$ cat src/rtl/spi_frm_pkg.sv
package spi_frm_pkg;
  typedef enum logic [1:0] {
    MODE_NORMAL  = 2'b00,
    MODE_STARTUP = 2'b01,
    MODE_RESTART = 2'b10,
    MODE_SPARE   = 2'b11
  } op_mode_e;

  localparam logic [1:0] ADDR_IEN  = 2'b01;
  localparam int         HDR_W     = 4;   // address(2) + read select + read only
  localparam int         SPIF_BIT  = 8;   // frame bit holding the length-fault enable
endpackage

$ cat src/rtl/spi_frm_sync.sv
module spi_frm_sync #(
  parameter int   STAGES  = 2,
  parameter logic RST_VAL = 1'b0
) (
  input  logic clk,
  input  logic rst_n,
  input  logic din,
  output logic dout
);
  logic [STAGES-1:0] chain;

  generate
    for (genvar g = 0; g < STAGES; g++) begin : g_stage
      always_ff @(posedge clk or negedge rst_n) begin
        if (!rst_n) chain[g] <= RST_VAL;
        else if (g == 0) chain[g] <= din;
        else chain[g] <= chain[(g == 0) ? 0 : g-1];
      end
    end
  endgenerate

  assign dout = chain[STAGES-1];
endmodule

$ cat src/rtl/spi_frm_shifter.sv
module spi_frm_shifter
  import spi_frm_pkg::*;
#(
  parameter int FRAME_W = 16,
  parameter int REG_W   = 8,
  parameter int CNT_W   = 6
) (
  input  logic               clk,
  input  logic               rst_n,
  input  logic               cs_fall,
  input  logic               cs_act,
  input  logic               cs_rise,
  input  logic               sclk_rise,
  input  logic               sclk_fall,
  input  logic               mosi_s,
  input  logic [REG_W-1:0]   sel_data,
  output logic [FRAME_W-1:0] shreg,
  output logic [CNT_W-1:0]   cnt,
  output logic               miso
);
  localparam logic [CNT_W-1:0] CNT_MAX = '1;
  localparam int IDX_W = (REG_W > 1) ? $clog2(REG_W) : 1;

  logic             take;
  logic [REG_W-1:0] snap, snap_nxt;
  logic             in_data;
  logic [IDX_W-1:0] idx;
  int               idx_i;

  // An edge arriving with the release still belongs to the frame.
  assign take = sclk_rise & (cs_act | cs_rise);

  always_comb begin
    snap_nxt = (int'(cnt) == HDR_W) ? sel_data : snap;
    in_data  = (int'(cnt) >= HDR_W) && (int'(cnt) < HDR_W + REG_W);
    idx_i    = HDR_W + REG_W - 1 - int'(cnt);
    idx      = in_data ? IDX_W'(idx_i) : '0;
  end

  always_ff @(posedge clk or negedge rst_n) begin
    if (!rst_n) begin
      shreg <= '0;
      cnt   <= '0;
    end else if (cs_fall) begin
      shreg <= '0;
      cnt   <= '0;
    end else if (take) begin
      shreg <= {shreg[FRAME_W-2:0], mosi_s};
      if (cnt != CNT_MAX) cnt <= cnt + 1'b1;
    end
  end

  always_ff @(posedge clk or negedge rst_n) begin
    if (!rst_n) begin
      snap <= '0;
      miso <= 1'b0;
    end else if (cs_fall || cs_rise) begin
      snap <= '0;
      miso <= 1'b0;
    end else if (sclk_fall && cs_act) begin
      snap <= snap_nxt;
      miso <= in_data ? snap_nxt[idx] : 1'b0;
    end
  end

  AST_HDR_QUIET: assert property (@(posedge clk) disable iff (!rst_n)
    (cs_act && int'(cnt) < HDR_W) |-> !miso);
endmodule

$ cat src/rtl/spi_frm_commit.sv
module spi_frm_commit
  import spi_frm_pkg::*;
#(
  parameter int FRAME_W = 16,
  parameter int REG_W   = 8,
  parameter int CNT_W   = 6
) (
  input  logic               clk,
  input  logic               rst_n,
  input  logic               commit,
  input  logic [CNT_W-1:0]   cnt,
  input  logic [FRAME_W-1:0] shreg,
  input  logic [1:0]         op_mode,
  output logic [REG_W-1:0]   ien_reg,
  output logic               ien_we,
  output logic               irq_spi_fail,
  output logic               rst_req
);
  localparam int DATA_LSB = FRAME_W - HDR_W - REG_W;
  localparam int SPIF_IDX = SPIF_BIT - DATA_LSB;
  localparam logic [REG_W-1:0] KEEP_MASK = ~(REG_W'(1));

  logic             frame_ok, ro, spif_en, reset_mode;
  logic [1:0]       addr;
  logic [REG_W-1:0] wdata;

  always_comb begin
    frame_ok   = (int'(cnt) == FRAME_W);
    addr       = shreg[FRAME_W-1 -: 2];
    ro         = shreg[FRAME_W-4];
    wdata      = shreg[FRAME_W-HDR_W-1 -: REG_W];
    spif_en    = ien_reg[SPIF_IDX];
    reset_mode = (op_mode == MODE_STARTUP) || (op_mode == MODE_RESTART);
  end

  always_ff @(posedge clk or negedge rst_n) begin
    if (!rst_n) begin
      ien_reg      <= '0;
      ien_we       <= 1'b0;
      irq_spi_fail <= 1'b0;
      rst_req      <= 1'b0;
    end else begin
      ien_we       <= 1'b0;
      irq_spi_fail <= 1'b0;
      rst_req      <= 1'b0;
      if (commit) begin
        if (frame_ok) begin
          if (addr == ADDR_IEN && !ro) begin
            ien_reg <= wdata & KEEP_MASK;
            ien_we  <= 1'b1;
          end
        end else if (spif_en) begin
          if (reset_mode) rst_req <= 1'b1;
          else irq_spi_fail <= 1'b1;
        end
      end
    end
  end

  AST_WE_FULL_FRAME: assert property (@(posedge clk) disable iff (!rst_n)
    ien_we |-> (int'($past(cnt)) == FRAME_W));
  AST_IEN_HOLD: assert property (@(posedge clk) disable iff (!rst_n)
    !ien_we |-> $stable(ien_reg));
  AST_FAULT_SHORT: assert property (@(posedge clk) disable iff (!rst_n)
    (irq_spi_fail || rst_req) |-> (int'($past(cnt)) != FRAME_W));
  AST_ONE_REPORT: assert property (@(posedge clk) disable iff (!rst_n)
    !(irq_spi_fail && rst_req));
endmodule

$ cat src/rtl/spi_reg_frame_decoder.sv
module spi_reg_frame_decoder
  import spi_frm_pkg::*;
#(
  parameter int FRAME_W     = 16,
  parameter int REG_W       = 8,
  parameter int SYNC_STAGES = 2
) (
  input  logic             clk,
  input  logic             rst_n,
  input  logic             sclk,
  input  logic             cs_n,
  input  logic             mosi,
  output logic             miso,
  input  logic [1:0]       op_mode,
  input  logic [REG_W-1:0] irq_status,
  output logic [REG_W-1:0] ien_reg,
  output logic             ien_we,
  output logic             irq_spi_fail,
  output logic             rst_req
);
  localparam int CNT_W = $clog2(FRAME_W) + 2;

  logic sclk_s, cs_n_s, mosi_s;
  logic sclk_q, cs_n_q, commit_q;
  logic sclk_rise, sclk_fall, cs_rise, cs_fall, cs_act;
  logic [FRAME_W-1:0] shreg;
  logic [CNT_W-1:0]   cnt;
  logic [REG_W-1:0]   sel_data;

  spi_frm_sync #(.STAGES(SYNC_STAGES), .RST_VAL(1'b0)) u_sync_sclk (
    .clk(clk), .rst_n(rst_n), .din(sclk), .dout(sclk_s));
  spi_frm_sync #(.STAGES(SYNC_STAGES), .RST_VAL(1'b1)) u_sync_cs (
    .clk(clk), .rst_n(rst_n), .din(cs_n), .dout(cs_n_s));
  spi_frm_sync #(.STAGES(SYNC_STAGES), .RST_VAL(1'b0)) u_sync_mosi (
    .clk(clk), .rst_n(rst_n), .din(mosi), .dout(mosi_s));

  always_ff @(posedge clk or negedge rst_n) begin
    if (!rst_n) begin
      sclk_q   <= 1'b0;
      cs_n_q   <= 1'b1;
      commit_q <= 1'b0;
    end else begin
      sclk_q   <= sclk_s;
      cs_n_q   <= cs_n_s;
      commit_q <= cs_rise;
    end
  end

  assign sclk_rise = sclk_s & ~sclk_q;
  assign sclk_fall = ~sclk_s & sclk_q;
  assign cs_rise   = cs_n_s & ~cs_n_q;
  assign cs_fall   = ~cs_n_s & cs_n_q;
  assign cs_act    = ~cs_n_s;

  // Header is complete after HDR_W bits: shreg[3:2] address, shreg[1] read select.
  always_comb begin
    if (shreg[HDR_W-1 -: 2] == ADDR_IEN)
      sel_data = shreg[HDR_W-3] ? irq_status : ien_reg;
    else
      sel_data = '0;
  end

  spi_frm_shifter #(.FRAME_W(FRAME_W), .REG_W(REG_W), .CNT_W(CNT_W)) u_shift (
    .clk(clk), .rst_n(rst_n), .cs_fall(cs_fall), .cs_act(cs_act),
    .cs_rise(cs_rise), .sclk_rise(sclk_rise), .sclk_fall(sclk_fall),
    .mosi_s(mosi_s), .sel_data(sel_data), .shreg(shreg), .cnt(cnt),
    .miso(miso));

  spi_frm_commit #(.FRAME_W(FRAME_W), .REG_W(REG_W), .CNT_W(CNT_W)) u_commit (
    .clk(clk), .rst_n(rst_n), .commit(commit_q), .cnt(cnt), .shreg(shreg),
    .op_mode(op_mode), .ien_reg(ien_reg), .ien_we(ien_we),
    .irq_spi_fail(irq_spi_fail), .rst_req(rst_req));

  AST_WE_AFTER_RELEASE: assert property (@(posedge clk) disable iff (!rst_n)
    ien_we |-> $past(cs_rise, 2));
  AST_RESERVED_LOW: assert property (@(posedge clk) disable iff (!rst_n)
    ien_we |-> !ien_reg[0]);
endmodule

$ cat config.mk
export PLATFORM = sky130hd
export DESIGN_NAME = spi_reg_frame_decoder
export DESIGN_NICKNAME = d
export VERILOG_FILES = /design/src/rtl/spi_frm_pkg.sv /design/src/rtl/spi_frm_sync.sv /design/src/rtl/spi_frm_shifter.sv /design/src/rtl/spi_frm_commit.sv /design/src/rtl/spi_reg_frame_decoder.sv
export SDC_FILE = /design/constraint.sdc
export NUM_CORES = 1
export LEC_CHECK = 0
export CAP_MARGIN = 5
export CORE_ASPECT_RATIO = 1.75
export CORE_MARGIN = 5
export CORE_UTILIZATION = 55
export DETAILED_ROUTE_END_ITERATION = 6
export MAX_ROUTING_LAYER = met4
export PLACE_DENSITY = 0.78
export RECOVER_POWER = 50
export SETUP_SLACK_MARGIN = 0.3
export SYNTH_ARGS = -nofsm -noshare
export SYNTH_HDL_FRONTEND = slang
export SYNTH_SLANG_ARGS = --single-unit
$ cat constraint.sdc
create_clock -name clk -period 2.8 [get_ports clk]
set_input_delay 0.42 -clock clk [delete_from_list [all_inputs] [get_ports clk]]
set_output_delay 0.42 -clock clk [all_outputs]
set_load 0.005 [all_outputs]
======== Word-level counts from Yosys, hierarchy flattened ========
Index checks and enable logic that the tools add are counted.
word-level totals
  output and inout port bits .............. 12
  register bits ........................... 50
  input port bits ......................... 15
  word-level logic and storage cells ...... 77
cells by class
  reduce and logical (&&, ||, !) cells .... 11
  muxes and demuxes ....................... 27
  equality and inequality tests ........... 7
  bitwise operators ....................... 10
  $lt $le $gt $ge ......................... 3
  add/subtract/negate cells ............... 2
operators by type and width
  operator                                              count
  two-way mux 8 bit                                     5
  two-way mux 16 bit                                    2
  two-way mux 6 bit                                     3
  two-way mux 1 bit                                     15
  adder 6 x 1 -> 6 bit (second input constant)          1
  equality test 2 x 1 -> 1 bit (second input constant)  3
  equality test 6 x 4 -> 1 bit (second input constant)  1
  equality test 6 bit (second input constant)           1
  >= comparator 6 x 3 -> 1 bit (second input constant)  1
  < comparator 6 x 4 -> 1 bit (second input constant)   1
  != test 6 bit (second input constant)                 1
  nonzero test 2 bit                                    3
  AND 1 bit                                             5
  < comparator 3 x 4 -> 1 bit (second input constant)   1
  inverter 1 bit                                        4
  binary-select mux 1 bit (select 3 bit)                1
  logical AND 1 bit                                     3
  two-way mux 3 bit                                     1
  AND reduction 3 bit                                   1
  subtractor 2 x 3 -> 3 bit (first input constant)      1
  equality test 2 bit (second input constant)           1
  logical OR 1 bit                                      2
  AND reduction 2 bit                                   1
  logical NOT 1 bit                                     1
  OR 1 bit                                              1

======== Longest topological paths before layout ========
  depth in word-level cells ............... 8
  depth in mapped cells ................... 8
  depth with buffers taken out ............ 7

======== Hierarchy ========
A second synthesis with hierarchy kept.
second synthesis, totals
  cells, all modules ...................... 218
  area total of the unflattened synthesis .. 2333.5 um^2
modules (own cells, without submodules)
  module                           cells an instance  seq. area each (um^2)  times used  area each (um^2)
  spi_frm_shifter                  157                775.7                  1           1503.9
  spi_frm_commit                   28                 250.2                  1           441.7
  spi_reg_frame_decoder            27                 76.3                   1           235.2
  spi_frm_sync at u_sync_mosi ...  2                  50.0                   2           50.0
  spi_frm_sync at u_sync_cs        2                  52.6                   1           52.6

======== Worst setup path after synthesis ========
OpenSTA, ideal clock, no wires.
  kind .................................... flip-flop to flip-flop
  start ................................... reg u_shift.cnt[1]
  end ..................................... reg u_commit.ien_reg[1]
  data required time ...................... 2.675 ns
  setup time .............................. 0.125 ns
  path slack .............................. 0.679 ns
  period minus slack after synthesis ...... 2.121 ns
  arrival ................................. 1.996 ns
  stages on the path, launching flop included .. 7
  path buffers ............................ 0
  cell sequence ........................... dfrtp_1 > inv_1 > ha_1 > inv_1 > or4_4 > nor4_4 > mux2_2
on the way
  longest elaborated chain between the ends .. 2
ends and longest elaborated chain
  element                        RTL line               RTL
  start, declared                spi_frm_shifter.sv:18  output logic [CNT_W-1:0] cnt,
  start signal, assigned         spi_frm_shifter.sv:49  if (cnt != CNT_MAX) cnt <= cnt + 1'b1;
  equality test 6 bit            spi_frm_commit.sv:28   frame_ok = (int'(cnt) == FRAME_W);
  AND reduction 3 bit (no line)  n/a
  end signal, assigned           spi_frm_commit.sv:49   ien_reg <= wdata & KEEP_MASK;
  end, declared                  spi_frm_commit.sv:14   output logic [REG_W-1:0] ien_reg,
No other way between the ends.
A chain may end at the register's enable or synchronous reset.

======== Worst setup path in the final report ========
  start ................................... reg u_shift.cnt[1]
  end ..................................... reg u_commit.ien_reg[3]
The elaborated chain is that of the path after synthesis.

==> impl_metrics.env <==
export IMPL_synth_avg_cell_area_um2=10.5
export IMPL_fmax_mhz=426
export IMPL_tns_ns=0
export IMPL_grt_overflow_total=0
export IMPL_hold_path_class="flop to flop"
export IMPL_asyncSetResetFlopFracSynth=1.00
export IMPL_yosysUniqueCellTypes=41
export IMPL_cts_root_buf="clkbuf_8"
export IMPL_antenna_left=0
export IMPL_cp_end_kind="flop"
export IMPL_critPathLaunchType="flop"
export IMPL_syn_num_nets=247
export IMPL_worst_pin_slew_ns=1.30
export IMPL_antenna_found_initial=0
export IMPL_viasPerCell=5.64
export IMPL_power_leakage_uw=0.00122
export IMPL_first_global_vias=1811
export IMPL_seqPwrFrac=0.551
export IMPL_syn2layout_area_growth_pct=15.4
export IMPL_nets=270
export IMPL_period_minus_slack_ns=2.35
export IMPL_core_area_mm2=0.00419
export IMPL_critPathKind="flop to flop"
export IMPL_critPathMaxFanout=8
export IMPL_cts_made_buffers=5
export IMPL_drt_iter0_drc=64
export IMPL_power_density_mw_per_mm2=566
export IMPL_grt_setup_unrepaired="false"
export IMPL_gp_congestion=0.932
export IMPL_final_setup_skew_ns=0.00601
export IMPL_finish_instance_area_mm2=0.00277
export IMPL_status="finished clean"
export IMPL_netSwitchingPower_uw=476
export IMPL_yosys_most_used_dff="dfrtp_1"
export IMPL_netlist_instances=228
export IMPL_clockPowerShare=0.264
export IMPL_drive_gt1_frac=0.123
export IMPL_grt_pass1_wl_um=8540
export IMPL_worst_skew_pair_late_latency_ns=0.30
export IMPL_critPathArrivalTime_ns=2.53
export IMPL_hpwlAfterDp_um=3630
export IMPL_drc=0
export IMPL_vias=1698
export IMPL_initial_core_util=0.572
export IMPL_total_power_uw=1560
export IMPL_insertedDiodeCount=0
export IMPL_slew_headroom=0.132
export IMPL_cp_data_required_time_ns=2.99
export IMPL_cts_sinks=50
export IMPL_synth_edff_count=0
export IMPL_finalHoldViolCount=0
export IMPL_seqCellArea_mm2=0.00125
export IMPL_cts_tree="built"
export IMPL_largest_reg_flops=16
export IMPL_htreeDepth=2
export IMPL_core_rowCount=31
export IMPL_grt_max_degree=28
export IMPL_final_setup_viol_count=0
export IMPL_synth_seq_area_share=0.524
export IMPL_wl_per_cell_um=16.3
export IMPL_multiInputGateArea_mm2=0.00106
export IMPL_ios=27
export IMPL_cts_path_max_buffers=2
export IMPL_yosysWarnings=0
export IMPL_clk_pin_slew_ns=0.09
export IMPL_first_pass_iters=4
export IMPL_switching_share=0.305
export IMPL_die_area_mm2=0.00583
export IMPL_n_fill_cell=335
export IMPL_final_max_slew_violation_count=0
export IMPL_place_area_mm2=0.00268
export IMPL_die_h_um=97.3
export IMPL_combPwrFrac=0.185
export IMPL_drt_total_wl_um=4900
export IMPL_synth_area_mm2=0.00240
export IMPL_port_buffers=25
export IMPL_grtUsageTotal=0.196
export IMPL_p_int_uw=1090
export IMPL_min_period_over_period=0.838
export IMPL_fp_dieW_um=59.9
export IMPL_ys_seq_elements=50
export IMPL_cts_setup_buffers=0
export IMPL_cap_violations=0
export IMPL_ir_drop_v=0.000386
-- worst paths after layout --
kind | startpoint | to | cells past startpoint | slack [ns]
max in group asynchronous | rst_n | u_shift.shreg[15] | 2 | 1.10
worst min-delay path | u_sync_sclk.chain[0] | u_sync_sclk.dout | 0 | 0.35
worst max register to register | u_shift.cnt[1] | u_commit.ien_reg[3] | 6 | 0.45
worst max-delay path | u_shift.cnt[1] | u_commit.ien_reg[3] | 6 | 0.45
min in group asynchronous | rst_n | u_shift.cnt[3] | 1 | 0.39
worst min register to register | u_sync_sclk.chain[0] | u_sync_sclk.dout | 0 | 0.35
-- through the flow --
| stage | hold slack (ns) | utilization | setup slack, ns | instances |
|---|---|---|---|---|
| after floorplan | 0.124 | - | 0.679 | 228 |
| after global placement | 0.333 | 0.639 | 0.520 | 293 |
| after detailed placement | 0.336 | 0.639 | 0.464 | 293 |
| after CTS | 0.108 | 0.660 | 0.448 | 301 |
| after global routing | 0.373 | 0.660 | 0.336 | 301 |
| final | 0.354 | 0.660 | 0.454 | 301 |
-- kinds of logic (layout without fill, tap and decap cells) --
logic type	after synthesis	after routing	synth area share
adder cells (fa/ha/maj)	4	4	0.0209
other	1	1	0.00157
flip-flops	50	50	0.524
XOR/XNOR	2	2	0.00731
multiplexers	22	22	0.102
buffers and inverters	19	43	0.0334
AND/OR/NAND/NOR	108	108	0.247
AO/OA/AOI/OAI	22	22	0.0642
-- critical path, cell delays in order (launching register included) --
cell and delay, ns:
dfrtp_1 0.47, inv_1 0.14, ha_1 0.18, inv_1 0.06
or4_4 0.51, nor4_4 0.49, mux2_2 0.40
-- metal layers --
layer	vias to the layer above	global-route usage	routed length, um
li1	828	-	-
met1	829	0.228	1910
met2	34	0.322	2720
met3	7	0.0359	157
met4	0	0.0819	110
met5	-	-	0
-- power by group through the flow --
stage / registers (uW) / clock network, uW / logic, uW
6_report: 862 / 412 / 289
4_1_cts: 863 / 428 / 291
3_3_place_gp: 876 / 0 / 284
3_5_place_dp: 877 / 0 / 290
5_1_grt: 875 / 456 / 329
2_1_floorplan: 833 / 0 / 239
-- area by class of cell --
class / count / share of cell area
repair buffers: 30 / 0.101
clock buffers: 6 / 0.0262
flip-flops and latches: 50 / 0.454
well taps: 49 / 0.0222
clock inverters: 2 / 0.00543
inverters: 5 / 0.00679
multi-input cells: 159 / 0.385
-- repair_timing --
action | CTS | global route
endpoints found under the setup margin | 0 | 3
hold buffers | 0 | 0
gates resized for setup | 0 | 1
-- synthesized netlist by cell type, types with 5 or more instances --
master | instances | share of area
or3_1 | 7 | 0.018
dfrtp_1 | 47 | 0.49
nand3b_1 | 16 | 0.050
nor3_1 | 5 | 0.010
nor2_1 | 7 | 0.011
nand2_1 | 51 | 0.080
mux2_2 | 9 | 0.042
clkbuf_1 | 9 | 0.014
mux2i_1 | 12 | 0.050
a21boi_0 | 7 | 0.022
inv_1 | 5 | 0.0078
nand3_1 | 5 | 0.010
-- layout by cell type (no fill, tap or decap), types with 2 or more instances in the layout --
cell,count
clkdlybuf4s50_1,21
nor2b_1,2
a21boi_0,7
nor2_1,7
a21oi_1,3
nand3_1,5
dlygate4sd3_1,3
o21ai_0,4
dfrtp_1,47
clkbuf_8,5
mux2i_1,12
or3_1,7
buf_4,4
dfstp_1,2
mux2_2,9
nand2b_1,4
nor3_1,5
nand3b_1,16
inv_1,5
clkinvlp_4,2
ha_1,4
nand2_1,50
o2111ai_1,2
clkbuf_1,2
xnor2_1,2
No activity file was read; power rests on OpenSTA's default activity.
